===== config.mk =====
export PLATFORM = sky130hd
export DESIGN_NAME = hart_irq_arb
export DESIGN_NICKNAME = d
export VERILOG_FILES = /design/src/rtl/hart_irq_pkg.sv /design/src/rtl/irq_state.sv /design/src/rtl/irq_pick.sv /design/src/rtl/irq_wfi.sv /design/src/rtl/hart_irq_arb.sv
export SDC_FILE = /design/constraint.sdc
export NUM_CORES = 1
export LEC_CHECK = 0
export BUFFER_PORTS_ARGS = -buffer_cell sky130_fd_sc_hd__buf_2
export CORE_ASPECT_RATIO = 1.4
export CORE_MARGIN = 3
export CORE_UTILIZATION = 40
export DETAILED_ROUTE_END_ITERATION = 16
export PLACE_DENSITY = 0.86
export SETUP_SLACK_MARGIN = 0.05
export SYNTH_ARGS = -nofsm -noshare
export SYNTH_HDL_FRONTEND = slang
export SYNTH_SLANG_ARGS = --single-unit

===== constraint.sdc =====
create_clock -name clk -period 6.15 [get_ports clk]
set_input_delay 0.3075 -clock clk [delete_from_list [all_inputs] [get_ports clk]]
set_output_delay 0.3075 -clock clk [all_outputs]
set_load 0.1 [all_outputs]

===== src/rtl/hart_irq_pkg.sv =====
// Package: shared constants and types for the hart interrupt unit.
// Assumes a 32-bit hart with the six standard M/S interrupt bits.
package hart_irq_pkg;
    localparam int XLEN   = 32;
    localparam int CSR_AW = 12;
    localparam int IDX_W  = $clog2(XLEN);

    typedef enum logic [1:0] {
        PRIV_U    = 2'b00,
        PRIV_S    = 2'b01,
        PRIV_RSVD = 2'b10,
        PRIV_M    = 2'b11
    } priv_e;

    localparam int BIT_SSW = 1;
    localparam int BIT_MSW = 3;
    localparam int BIT_STM = 5;
    localparam int BIT_MTM = 7;
    localparam int BIT_SEX = 9;
    localparam int BIT_MEX = 11;

    localparam logic [XLEN-1:0] LEGAL_MASK =
        (XLEN'(1) << BIT_SSW) | (XLEN'(1) << BIT_MSW) | (XLEN'(1) << BIT_STM) |
        (XLEN'(1) << BIT_MTM) | (XLEN'(1) << BIT_SEX) | (XLEN'(1) << BIT_MEX);
    localparam logic [XLEN-1:0] MIP_SW_MASK =
        (XLEN'(1) << BIT_SSW) | (XLEN'(1) << BIT_STM);
    localparam logic [XLEN-1:0] MIP_RO_MASK =
        (XLEN'(1) << BIT_MSW) | (XLEN'(1) << BIT_MTM) | (XLEN'(1) << BIT_MEX);

    localparam logic [CSR_AW-1:0] ADDR_SIP    = 12'h144;
    localparam logic [CSR_AW-1:0] ADDR_MDELEG = 12'h303;
    localparam logic [CSR_AW-1:0] ADDR_MENA   = 12'h304;
    localparam logic [CSR_AW-1:0] ADDR_MIP    = 12'h344;
endpackage


===== src/rtl/irq_state.sv =====
// Module: irq_state
// Holds the pending, enable and delegation sets and decodes CSR accesses.
// Assumes at most one CSR access per cycle; external masks win over writes.
module irq_state
    import hart_irq_pkg::*;
#(
    parameter int W  = XLEN,
    parameter int AW = CSR_AW
) (
    input  logic          clk,
    input  logic          rst_n,
    input  logic [W-1:0]  src_set,
    input  logic [W-1:0]  src_clr,
    input  logic          csr_req,
    input  logic          csr_we,
    input  logic [AW-1:0] csr_addr,
    input  logic [W-1:0]  csr_wdata,
    output logic [W-1:0]  csr_rdata,
    output logic [W-1:0]  pend_q,
    output logic [W-1:0]  ena_q,
    output logic [W-1:0]  deleg_q,
    output logic [W-1:0]  pend_nxt
);
    logic          wr;
    logic          hit_mip, hit_sip, hit_ena, hit_deleg;
    logic [W-1:0]  sw_mask;
    logic [W-1:0]  pend_sw;

    // Address decode shared by read and write paths.
    always_comb begin
        wr        = csr_req && csr_we;
        hit_mip   = (csr_addr == ADDR_MIP);
        hit_sip   = (csr_addr == ADDR_SIP);
        hit_ena   = (csr_addr == ADDR_MENA);
        hit_deleg = (csr_addr == ADDR_MDELEG);
    end

    // Next pending value: software write first, then external masks on top.
    always_comb begin
        sw_mask = '0;
        if (wr && hit_mip) sw_mask = MIP_SW_MASK;
        else if (wr && hit_sip) sw_mask = deleg_q;
        pend_sw  = (pend_q & ~sw_mask) | (csr_wdata & sw_mask);
        pend_nxt = ((pend_sw | src_set) & ~src_clr) & LEGAL_MASK;
    end

    // State registers with synchronous active-low reset.
    always_ff @(posedge clk) begin
        if (!rst_n) begin
            pend_q  <= '0;
            ena_q   <= '0;
            deleg_q <= '0;
        end else begin
            pend_q <= pend_nxt;
            if (wr && hit_ena)   ena_q   <= csr_wdata & LEGAL_MASK;
            if (wr && hit_deleg) deleg_q <= csr_wdata & LEGAL_MASK;
        end
    end

    // Read multiplexer over the current state.
    always_comb begin
        csr_rdata = '0;
        if (hit_mip)        csr_rdata = pend_q;
        else if (hit_sip)   csr_rdata = pend_q & deleg_q;
        else if (hit_ena)   csr_rdata = ena_q;
        else if (hit_deleg) csr_rdata = deleg_q;
    end

    // raised (and not lowered) legal bits are pending after the edge.
    p_raise_sets_r1: assert property (@(posedge clk) disable iff (!rst_n)
        (|(src_set & ~src_clr & LEGAL_MASK)) |=>
        ((pend_q & $past(src_set & ~src_clr & LEGAL_MASK)) == $past(src_set & ~src_clr & LEGAL_MASK)));

    // lowered bits are never pending after the edge.
    p_lower_clears_r1: assert property (@(posedge clk) disable iff (!rst_n)
        (|src_clr) |=> ((pend_q & $past(src_clr)) == '0));

    // a machine-pending write leaves the machine bits untouched.
    p_mip_ro_r2: assert property (@(posedge clk) disable iff (!rst_n)
        (csr_req && csr_we && csr_addr == ADDR_MIP && src_set == '0 && src_clr == '0)
        |=> ((pend_q & MIP_RO_MASK) == ($past(pend_q) & MIP_RO_MASK)));

    // a supervisor-pending write leaves non-delegated bits untouched.
    p_sip_nondeleg_r3: assert property (@(posedge clk) disable iff (!rst_n)
        (csr_req && csr_we && csr_addr == ADDR_SIP && src_set == '0 && src_clr == '0)
        |=> ((pend_q & ~$past(deleg_q)) == ($past(pend_q) & ~$past(deleg_q))));
endmodule


===== src/rtl/irq_pick.sv =====
// Module: irq_pick
// Applies per-target global enables relative to privilege and picks the
// lowest eligible interrupt; the result is registered as a trap request.
// Assumes pending/enable/delegation inputs come from registers.
module irq_pick
    import hart_irq_pkg::*;
#(
    parameter int W  = XLEN,
    parameter int IW = IDX_W
) (
    input  logic         clk,
    input  logic         rst_n,
    input  logic [W-1:0] pend_i,
    input  logic [W-1:0] ena_i,
    input  logic [W-1:0] deleg_i,
    input  logic [1:0]   priv_i,
    input  logic         gie_m_i,
    input  logic         gie_s_i,
    output logic         take_q,
    output logic [W-1:0] cause_q
);
    logic          m_open, s_open;
    logic [W-1:0]  cand;
    logic [IW-1:0] idx;

    // Per-target enable relative to the current privilege.
    always_comb begin
        m_open = (priv_i != PRIV_M) || gie_m_i;
        s_open = (priv_i == PRIV_U) || ((priv_i == PRIV_S) && gie_s_i);
        cand   = pend_i & ena_i & ((~deleg_i & {W{m_open}}) | (deleg_i & {W{s_open}}));
    end

    // Lowest-index search: later (lower) hits overwrite earlier ones.
    always_comb begin
        idx = '0;
        for (int i = W - 1; i >= 0; i--) begin
            if (cand[i]) idx = IW'(i);
        end
    end

    // Register the trap request and its cause.
    always_ff @(posedge clk) begin
        if (!rst_n) begin
            take_q  <= 1'b0;
            cause_q <= '0;
        end else begin
            take_q  <= |cand;
            cause_q <= (|cand) ? {1'b1, {(W-1-IW){1'b0}}, idx} : '0;
        end
    end

    // a request always carries the interrupt flag and a legal index.
    p_cause_flag_r7: assert property (@(posedge clk) disable iff (!rst_n)
        take_q |-> (cause_q[W-1] && LEGAL_MASK[cause_q[IW-1:0]]));

    // machine mode with its global bit clear never requests.
    p_m_closed_r5: assert property (@(posedge clk) disable iff (!rst_n)
        (priv_i == PRIV_M && !gie_m_i) |=> !take_q);

    // in machine mode a delegated interrupt is never chosen.
    p_m_no_deleg_r6: assert property (@(posedge clk) disable iff (!rst_n)
        (priv_i == PRIV_M) |=> (!take_q || !$past(deleg_i[cause_q[IW-1:0]])));
endmodule


===== src/rtl/irq_wfi.sv =====
// Module: irq_wfi
// Tracks the wait-for-interrupt state and issues a one-cycle wake pulse
// when a raise leaves an enabled interrupt pending. Ignores privilege.
module irq_wfi (
    input  logic clk,
    input  logic rst_n,
    input  logic wfi_enter,
    input  logic raise_any,
    input  logic ena_hit,
    output logic wake_q
);
    logic sleep_q;

    // Sleep flag and wake pulse.
    always_ff @(posedge clk) begin
        if (!rst_n) begin
            sleep_q <= 1'b0;
            wake_q  <= 1'b0;
        end else begin
            wake_q <= 1'b0;
            if (sleep_q && raise_any && ena_hit) begin
                sleep_q <= 1'b0;
                wake_q  <= 1'b1;
            end else if (wfi_enter) begin
                sleep_q <= 1'b1;
            end
        end
    end

    // a wake pulse only follows a sleeping cycle.
    p_wake_from_sleep_r9: assert property (@(posedge clk) disable iff (!rst_n)
        wake_q |-> $past(sleep_q));

    // wake lasts a single cycle.
    p_wake_pulse_r9: assert property (@(posedge clk) disable iff (!rst_n)
        wake_q |=> !wake_q);
endmodule


===== src/rtl/hart_irq_arb.sv =====
// Module: hart_irq_arb (top)
// Interrupt pending/enable state, arbitration and wake logic for one hart.
// Assumes one CSR access per cycle and synchronous inputs.
module hart_irq_arb
    import hart_irq_pkg::*;
(
    input  logic              clk,
    input  logic              rst_n,
    input  logic [XLEN-1:0]   src_set,
    input  logic [XLEN-1:0]   src_clr,
    input  logic              csr_req,
    input  logic              csr_we,
    input  logic [CSR_AW-1:0] csr_addr,
    input  logic [XLEN-1:0]   csr_wdata,
    output logic [XLEN-1:0]   csr_rdata,
    input  logic [1:0]        priv,
    input  logic              gie_m,
    input  logic              gie_s,
    input  logic              wfi_enter,
    output logic              take_irq,
    output logic [XLEN-1:0]   irq_cause,
    output logic              wake
);
    logic [XLEN-1:0] pend_q, ena_q, deleg_q, pend_nxt;
    logic            raise_any, ena_hit;

    irq_state #(.W(XLEN), .AW(CSR_AW)) u_state (
        .clk(clk), .rst_n(rst_n),
        .src_set(src_set), .src_clr(src_clr),
        .csr_req(csr_req), .csr_we(csr_we),
        .csr_addr(csr_addr), .csr_wdata(csr_wdata), .csr_rdata(csr_rdata),
        .pend_q(pend_q), .ena_q(ena_q), .deleg_q(deleg_q), .pend_nxt(pend_nxt)
    );

    irq_pick #(.W(XLEN), .IW(IDX_W)) u_pick (
        .clk(clk), .rst_n(rst_n),
        .pend_i(pend_q), .ena_i(ena_q), .deleg_i(deleg_q),
        .priv_i(priv), .gie_m_i(gie_m), .gie_s_i(gie_s),
        .take_q(take_irq), .cause_q(irq_cause)
    );

    // Wake condition: a raise this cycle leaves an enabled bit pending.
    always_comb begin
        raise_any = |(src_set & LEGAL_MASK);
        ena_hit   = |(pend_nxt & ena_q);
    end

    irq_wfi u_wfi (
        .clk(clk), .rst_n(rst_n),
        .wfi_enter(wfi_enter), .raise_any(raise_any), .ena_hit(ena_hit),
        .wake_q(wake)
    );
endmodule


After elaboration in Yosys (flattened, before gate mapping):

Cells that the tools add are included.

* reduce and logical (&&, ||, !) cells: 20
* div/mod/pow operators: 0
* add/subtract/negate cells: 0
* $lt $le $gt $ge: 0
* multiplexer cells: 40
* bitwise logic cells: 17
* shift-type cells: 0
* equal/unequal tests: 6
* multipliers: 0

Operators by type and width (count)
* 5-bit two-way mux: 32
* 32-bit two-way mux: 4
* 12-bit AND: 6
* 32-bit AND: 2
* 32-bit OR reduction: 2
* 12-bit by 10-bit equality test with 1-bit output, second input constant: 3
* 12-bit two-way mux: 3
* 12-bit by 32-bit AND with 32-bit output: 1
* 12-bit NOT with 32-bit output: 1
* 32-bit bitwise OR: 1
* 12-bit NOT: 2
* 12-bit bitwise OR: 2
* 18-bit OR reduction: 1
* 12-bit by 9-bit equality test with 1-bit output, second input constant: 1
* 6-bit OR reduction: 2
* 10-bit OR reduction: 1
* 1-bit logical AND: 8
* 4-bit OR reduction: 1
* 3-bit OR reduction: 1
* 2-bit by 1-bit equality test with 1-bit output, second input constant: 1
* 2-bit logical NOT: 1
* 1-bit logical OR: 2
* 2-bit inequality test, second input constant: 1
* 1-bit NOT: 2
* other kinds (2): 2

* register bits: 53
* word-level logic and storage cells: 95
* memory bits (read-only): 0
* input bits: 117
* output and inout port bits: 66
* latch bits: 0
* RAM bits: 0
* memories: 0

Logic depth before layout (Yosys ltp):

Gate-level depths: netlist (run 1).

* word-level depth: 39
* gate-level depth with buffers: 8
* depth with buffers taken out: 6

By module:

A second synthesis (run 1) with hierarchy kept.

* cell total of the unflattened synthesis: 552
* area, all modules: 4174.0 µm²

Modules (own cells, without submodules)
* irq_state: cells an instance 240, instances 1, seq. area each 360.3 µm², area an instance 2072.0 µm²
* irq_pick: cells an instance 283, instances 1, seq. area each 120.1 µm², area an instance 1869.3 µm²
* hart_irq_arb: cells an instance 24, instances 1, seq. area each 0.0 µm², area an instance 171.4 µm²
* irq_wfi: cells an instance 5, instances 1, seq. area each 40.0 µm², area an instance 61.3 µm²

Least setup slack after synthesis (run 1):

Ideal clock, no wire load.

* kind: input-to-output
* from: input port csr_addr[5]
* to: output port csr_rdata[11]
* data required time: 5.843 ns
* stages on the path: 6
* setup slack: 2.013 ns
* arrival: 3.829 ns
* path buffers: 2
* cell sequence: or4b_1 buf_2 nor3_1 clkbuf_1 a21oi_1 o21ai_0

* word-level cells in the longest chain between the ends: 5
* elaborated cells on any way between the ends: 8
* classes of those cells: 4 x eq/ne; 4 x mux

RTL lines
* start, declared: RTL line hart_irq_arb.sv:13 `input logic [CSR_AW-1:0] csr_addr,`
* 12-bit by 10-bit equality test with 1-bit output: RTL line irq_state.sv:35 `hit_deleg = (csr_addr == ADDR_MDELEG);`
* 12-bit two-way mux: RTL line irq_state.sv:66 `else if (hit_deleg) csr_rdata = deleg_q;`
* 32-bit two-way mux: RTL line irq_state.sv:65 `else if (hit_ena) csr_rdata = ena_q;`
* 32-bit two-way mux: RTL line irq_state.sv:64 `else if (hit_sip) csr_rdata = pend_q & deleg_q;`
* 32-bit two-way mux (*): RTL line irq_state.sv:63 `if (hit_mip) csr_rdata = pend_q;`
* end, declared: RTL line hart_irq_arb.sv:15 `output logic [XLEN-1:0] csr_rdata,`

Every way passes the cells marked *; elsewhere a longest branch is shown, timed or not.

Worst setup path in the final report (run 1):

* from: input port csr_addr[5]
* to: output port csr_rdata[5]

Same word-level chain as after synthesis.

==> metrics.yaml, run 1 <==
run_status:
  outcome: "complete, no violations"
die:
  dieArea_um2: 5780
  ios: 183
  fp.dieW_um: 65.1
  core_um2: 4640
  fp.dieH_um: 88.8
  num_rows: 29
  start_util_pct: 42.1
timing:
  whs_ns: 0.193
  rsz0062_at_grt: "no"
  fin_setup_tns_ns: 0
  skew_ns: 0.00693
  worst_pin_slew_ns: 1.04
  slew_headroom_pct: 30.2
  min_period_ns: 2.74
  maxSlewViolCount: 0
  max_freq_ghz: 0.365
  setup_violations: 0
  setup_ws_ns: 3.41
  fin_crit_sh_pct: 44.6
  finalHoldViolations: 0
routing:
  wl_um: 4800
  vias: 1842
  drcViolationCount: 0
  routedWlPerCell_um: 13.3
  vias_per_cell: 5.10
  drt_iter0_markers: 91
  ant_nets: 0
  dr.pass1.iters: 4
cts:
  cts_num_sinks: 25
  insertion_delay_ns: 0.28
  cts_buffers: 3
  clock_path_buffers: 2
  postCtsHoldBufs: 0
  h-tree-depth: 1
  cts_root_buf: "clkbuf_8"
  clk_pin_slew_ns: 0.09
  cts_setup_buffers: 0
  ctsResizeCount: 0
  tritoncts: "built"
hold_path:
  hp-class: "input pin to flop"
  holdPathStages: 2
grt:
  grt_max_degree: 21
  grt_pass1_wl_um: 7420
  antenna_found_initial: 0
  grt_usage_pct: 16.3
  overflow: 0
  grt_pass1_vias: 1664
yosys:
  async_reset_ff_share_pct: 0
  synthDistinctLibCells: 47
  synth_area_leaders: "dfxtp_1 (26%), buf_4 (21%), mux2i_1 (8.2%)"
  ys_warn_count: 0
  ys_seq_area_share_pct: 25.6
  synthFlopType: "dfxtp_1"
  syn_area_um2: 1960
  avgSynthCellArea_um2: 7.77
  synth_top_area_share_pct: 25.6
  synth_edf_count: 0
  synth_cells: 252
  synth_seq_cells: 25
  yosysTopAreaCell: "dfxtp_1"
pwr:
  p_leak_nw: 0.912
  total_power_w: 0.000443
  ir_worst_vdd_v: 0.0000860
  power_density_nw_per_um2: 211
setup_path:
  cp-start-kind: "input pin"
  cp-end-kind: "output port"
  critPathMaxStageDelay_ns: 0.71
  rr_worst_depth: 5
  worstPathCellList: "buf_2 > or4b_1 > nor3_1 > nand2_1 > o21ai_0 > buf_2"
  critical_path_depth: 6
  slowest_stage: "nor3_1"
  crit_fanout: 6
  worstSetupPathType: "input pin to output port"
  required_ns: 5.84
  crit_family: "simple AND/OR/NAND/NOR gates"
  timing.critical_path.buf_inv: 2
  crit_arrival_ns: 2.43
  timing.critical_path.mode_cell: "buf_2"
cells_and_area:
  diodes: 0
  fin_nets: 417
  area_growth_pct: 7.42
  drive_gt1_share_pct: 22.4
place:
  hpwl_um: 3780
  finalWeightedCongestion: 0.892
  port_buffers: 51
  dp_slack_ns: 3.26
job:
  max_cap_violations: 0
[cell usage in the layout, fill, tap and decap left out, types with 2 or more instances in the layout]
| cell | count |
|---|---|
| a211oi_1 | 6 |
| a21oi_1 | 10 |
| a22oi_1 | 3 |
| a31oi_1 | 7 |
| and3_1 | 2 |
| buf_2 | 51 |
| buf_4 | 2 |
| clkbuf_8 | 3 |
| conb_1 | 53 |
| dfxtp_1 | 25 |
| inv_1 | 6 |
| mux2i_1 | 16 |
| nand2_1 | 24 |
| nand3_1 | 5 |
| nand4b_1 | 2 |
| nor2_1 | 24 |
| nor2b_1 | 5 |
| nor3_1 | 8 |
| nor3b_1 | 2 |
| nor4_2 | 2 |
| o21ai_0 | 13 |
| o22ai_1 | 4 |
| o31a_1 | 2 |
| o31ai_1 | 2 |
[cell usage after synthesis (3+ instances only)]
| cell type | number |
|---|---|
| a211oi_1 | 6 |
| a21oi_1 | 10 |
| a22oi_1 | 3 |
| a31oi_1 | 7 |
| buf_4 | 54 |
| clkbuf_1 | 5 |
| dfxtp_1 | 25 |
| inv_1 | 6 |
| mux2i_1 | 16 |
| nand2_1 | 24 |
| nand3_1 | 5 |
| nor2_1 | 24 |
| nor2b_1 | 5 |
| nor3_1 | 8 |
| o21ai_0 | 13 |
| o22ai_1 | 4 |
[per-stage QoR]
step	util [%]	instances	area (um^2)
after floorplan	-	304	2150
after global placement	44.3	357	2060
after detailed placement	44.3	357	2060
after CTS	45.3	361	2100
after global routing	45.3	361	2100
final	45.3	361	2100
[worst register-to-register path: cells and delay by family, from the launching register on]
| kind | cells | cell delay (ns) |
|---|---|---|
| AO/OA/AOI/OAI | 3 | 0.96 |
| AND/OR/NAND/NOR | 2 | 0.28 |
| flip-flops | 1 | 0.36 |
[where the power goes]
part / leakage (nW) / internal [W] / switching, W
Combinational: 0.684 / 0.0000142 / 0.000159
Sequential: 0.203 / 0.000164 / 0.00000300
Clock: 0.0255 / 0.0000456 / 0.0000578
[sequential cells by signal, indices dropped and copies added, names as in the netlist]
name             flops
u_state.deleg_q      6
u_state.ena_q        6
u_state.pend_q       6
u_pick.cause_q       5
u_wfi.sleep_q        1
u_wfi.wake_q         1
[logic make-up after synthesis]
group	Yosys count	share of synthesized area (%)
simple gates	85	22.8
buf+inv	68	23.8
compound gates	56	18.9
flops	25	25.6
mux	17	8.76
other cells	1	0.192
[final timing paths]
path                                                    start                       endpoint  slack [ns]
worst max-delay path                              csr_addr[5]                   csr_rdata[5]        3.41
worst min-delay path                               src_clr[7]   u_state.pend_q[7]$_SDFF_PN0_        0.19
worst max register to register  u_state.ena_q[9]$_SDFFE_PN0P_        u_wfi.wake_q$_SDFF_PN0_        4.45
worst min register to register  u_state.ena_q[3]$_SDFFE_PN0P_  u_state.ena_q[3]$_SDFFE_PN0P_        0.58
[cell type report]
cell class,instances,area (um^2)
Tap cell,62,77.6
Clock inverter,1,5.00
Clock buffer,3,41.3
Multi-Input combinational cell,211,1180
Timing Repair Buffer,53,270
Fill cell,491,2540
Sequential cell,25,500
Inverter,6,22.5
[per-layer routing]
metal / share of wire (%) / vias up / GRT usage [%]
met5: 0 / - / 0
met4: 2.5 / 0 / 8.68
met3: 11 / 13 / 3.56
met2: 49 / 121 / 28.7
met1: 38 / 825 / 18.2
li1: - / 883 / -
Note: power is estimated with default switching activity, not from simulation.
==> run 2: changes to the inputs <==
--- a/config.mk
+++ b/config.mk
@@ -8,9 +8,9 @@
 export BUFFER_PORTS_ARGS = -buffer_cell sky130_fd_sc_hd__buf_2
 export CORE_ASPECT_RATIO = 1.4
 export CORE_MARGIN = 3
-export CORE_UTILIZATION = 40
+export CORE_UTILIZATION = 37
 export DETAILED_ROUTE_END_ITERATION = 16
-export PLACE_DENSITY = 0.86
+export PLACE_DENSITY = 0.81
 export SETUP_SLACK_MARGIN = 0.05
 export SYNTH_ARGS = -nofsm -noshare
 export SYNTH_HDL_FRONTEND = slang
==> constraint.sdc (replaced) <==
create_clock -name clk -period 2.8 [get_ports clk]
set_input_delay 0.14 -clock clk [delete_from_list [all_inputs] [get_ports clk]]
set_output_delay 0.14 -clock clk [all_outputs]
set_load 0.1 [all_outputs]
==> metrics.yaml, run 2 (synthesis results as in run 1) <==
routing:
  drcViolationCount: 0  # unchanged
  vias: 1854  # +0.65%
  vias_per_cell: 5.05  # -0.99%
  dr.pass1.iters: 4  # unchanged
  routedWlPerCell_um: 13.0  # -1.9%
  wl_um: 4780  # -0.27%
  drt_iter0_markers: 113  # +24%
  ant_nets: 0  # unchanged
place:
  hpwl_um: 3810  # +0.97%
  port_buffers: 51  # unchanged
  place_area_um2: 2200  # +7.1%
  finalWeightedCongestion: 0.908  # +1.8%
  place_inst: 363  # +1.7%
die:
  num_rows: 30  # +3.4%
  core_um2: 4990  # +7.5%
  start_util_pct: 39.2  # -2.9 points
  ios: 183  # unchanged
  dieArea_um2: 6210  # +7.4%
  fp.dieH_um: 92.1  # +3.7%
  fp.dieW_um: 67.5  # +3.6%
setup_path:
  worstSetupPathType: "input pin to flop"
  cp-start-kind: "input pin"
  cp-end-kind: "flop"
  crit_fanout: 8  # +2
  crit_arrival_ns: 2.57  # +0.14 ns
  required_ns: 2.97  # -2.87 ns
cts:
  clock_path_buffers: 2  # unchanged
  clk_pin_slew_ns: 0.09  # about the same
  cts_num_sinks: 25  # unchanged
  postCtsHoldBufs: 0  # unchanged
  insertion_delay_ns: 0.27  # about the same
  cts_root_buf: "clkbuf_8"
  cts_setup_buffers: 0  # unchanged
  tritoncts: "built"
  cts_buffers: 3  # unchanged
  ctsResizeCount: 0  # unchanged
  h-tree-depth: 1  # unchanged
pwr:
  p_leak_nw: 0.955  # +4.7%
  ir_worst_vdd_v: 0.000196  # +130%
  total_power_w: 0.000962  # +120%
  pwr-share-seq_pct: 38.2  # +0.5 points
  power_density_nw_per_um2: 428  # +100%
  power_switching_w: 0.000468  # +110%
  p_clk_share_pct: 22.3  # -1.0 points
  p_sw_share_pct: 48.7  # -0.82 points
  p_int_w: 0.000494  # +120%
  comb_power_share_pct: 39.6  # +0.6 points
timing:
  fin_crit_sh_pct: 85.8
  max_freq_ghz: 0.416
  worst_pin_slew_ns: 0.627  # -0.412 ns
  maxSlewViolCount: 0  # unchanged
  min_period_ns: 2.40
  slew_headroom_pct: 58.1  # +28 points
  setup_violations: 0  # unchanged
  fin_setup_tns_ns: 0  # unchanged
  skew_ns: 0.00657  # -0.000367 ns
  finalHoldViolations: 0  # unchanged
  rsz0062_at_grt: "no"
  whs_ns: 0.0306  # -0.162 ns
cells_and_area:
  layout_commonest_cell: "conb_1"
  area_growth_pct: 14.8
  final_cell_mix: "conb_1 (53), buf_2 (45), dfxtp_1 (25), nand2_1 (24), nor2_1 (24)"
  diodes: 0  # unchanged
  drive_gt1_share_pct: 25.1  # +2.7 points
  post-route-cell-area_um2: 2250  # +6.8%
  reg_top3: "u_state.deleg_q (6), u_state.ena_q (6), u_state.pend_q (6)"
  fin_nets: 421  # +0.96%
  fill_cells: 514  # +4.7%
  fin_cells: 367  # +1.7%
grt:
  grt_pass1_wl_um: 7520  # +1.3%
  overflow: 0  # unchanged
  antenna_found_initial: 0  # unchanged
  grt_pass1_vias: 1740  # +4.6%
  grt_max_degree: 21  # unchanged
  grt_usage_pct: 15.2  # -1.1 points
run_status:
  outcome: "complete, no violations"
job:
  max_cap_violations: 0  # unchanged
hold_path:
  hp-class: "input pin to flop"
## run 2: path summary, 6_finish.rpt
path / from / end / slack [ns] / cells past startpoint
max reg2reg: u_state.ena_q[9]$_SDFFE_PN0P_ / u_wfi.wake_q$_SDFF_PN0_ / 1.08 / 5
min: src_clr[7] / u_state.pend_q[7]$_SDFF_PN0_ / 0.03 / 2
min reg2reg: u_state.ena_q[3]$_SDFFE_PN0P_ / u_state.ena_q[3]$_SDFFE_PN0P_ / 0.58 / 2
max: csr_addr[3] / u_wfi.wake_q$_SDFF_PN0_ / 0.40 / 7
## run 2: power groups by stage
stage	logic, W	registers [W]	clock network (W)
5_1_grt	0.000393	0.000368	0.000232
6_report	0.000381	0.000367	0.000214
4_1_cts	0.000378	0.000367	0.000214
3_3_place_gp	0.000376	0.000375	0
3_5_place_dp	0.000378	0.000375	0
2_1_floorplan	0.000393	0.000373	0
## run 2: final cells by class
cell class	instances	area [um^2]	share of cell area, %
multi-input combinational	211	1210	53.8
clock buffer	4	45.0	2.01
inverter	6	22.5	1.00
sequential	25	500	22.3
tap	64	80.1	3.57
timing repair buffer	57	390	17.4
## run 2: through the flow
step,util [%],worst slack [ns]
3_5_place_dp,44.1,0.126
6_report,45.0,0.399
3_3_place_gp,44.1,0.155
5_1_grt,45.0,0.332
4_1_cts,45.0,0.406
2_1_floorplan,-,0.258
## run 2: critical path: stages
cell and delay (ns):
buf_2 0.10, or4b_2 0.69, or4_4 0.59, nor3b_4 0.23
mux2i_1 0.14, o41a_1 0.42, o31a_1 0.25
## run 2: layer usage
layer / GRT usage [%] / share of wire, % / wire length [um] / up-vias
li1: - / - / - / 891
met2: 26.2 / 49 / 2360 / 119
met3: 2.94 / 11 / 528 / 15
met4: 6.94 / 2.7 / 129 / 0
met1: 17.3 / 37 / 1760 / 829
met5: 0 / 0 / 0 / -
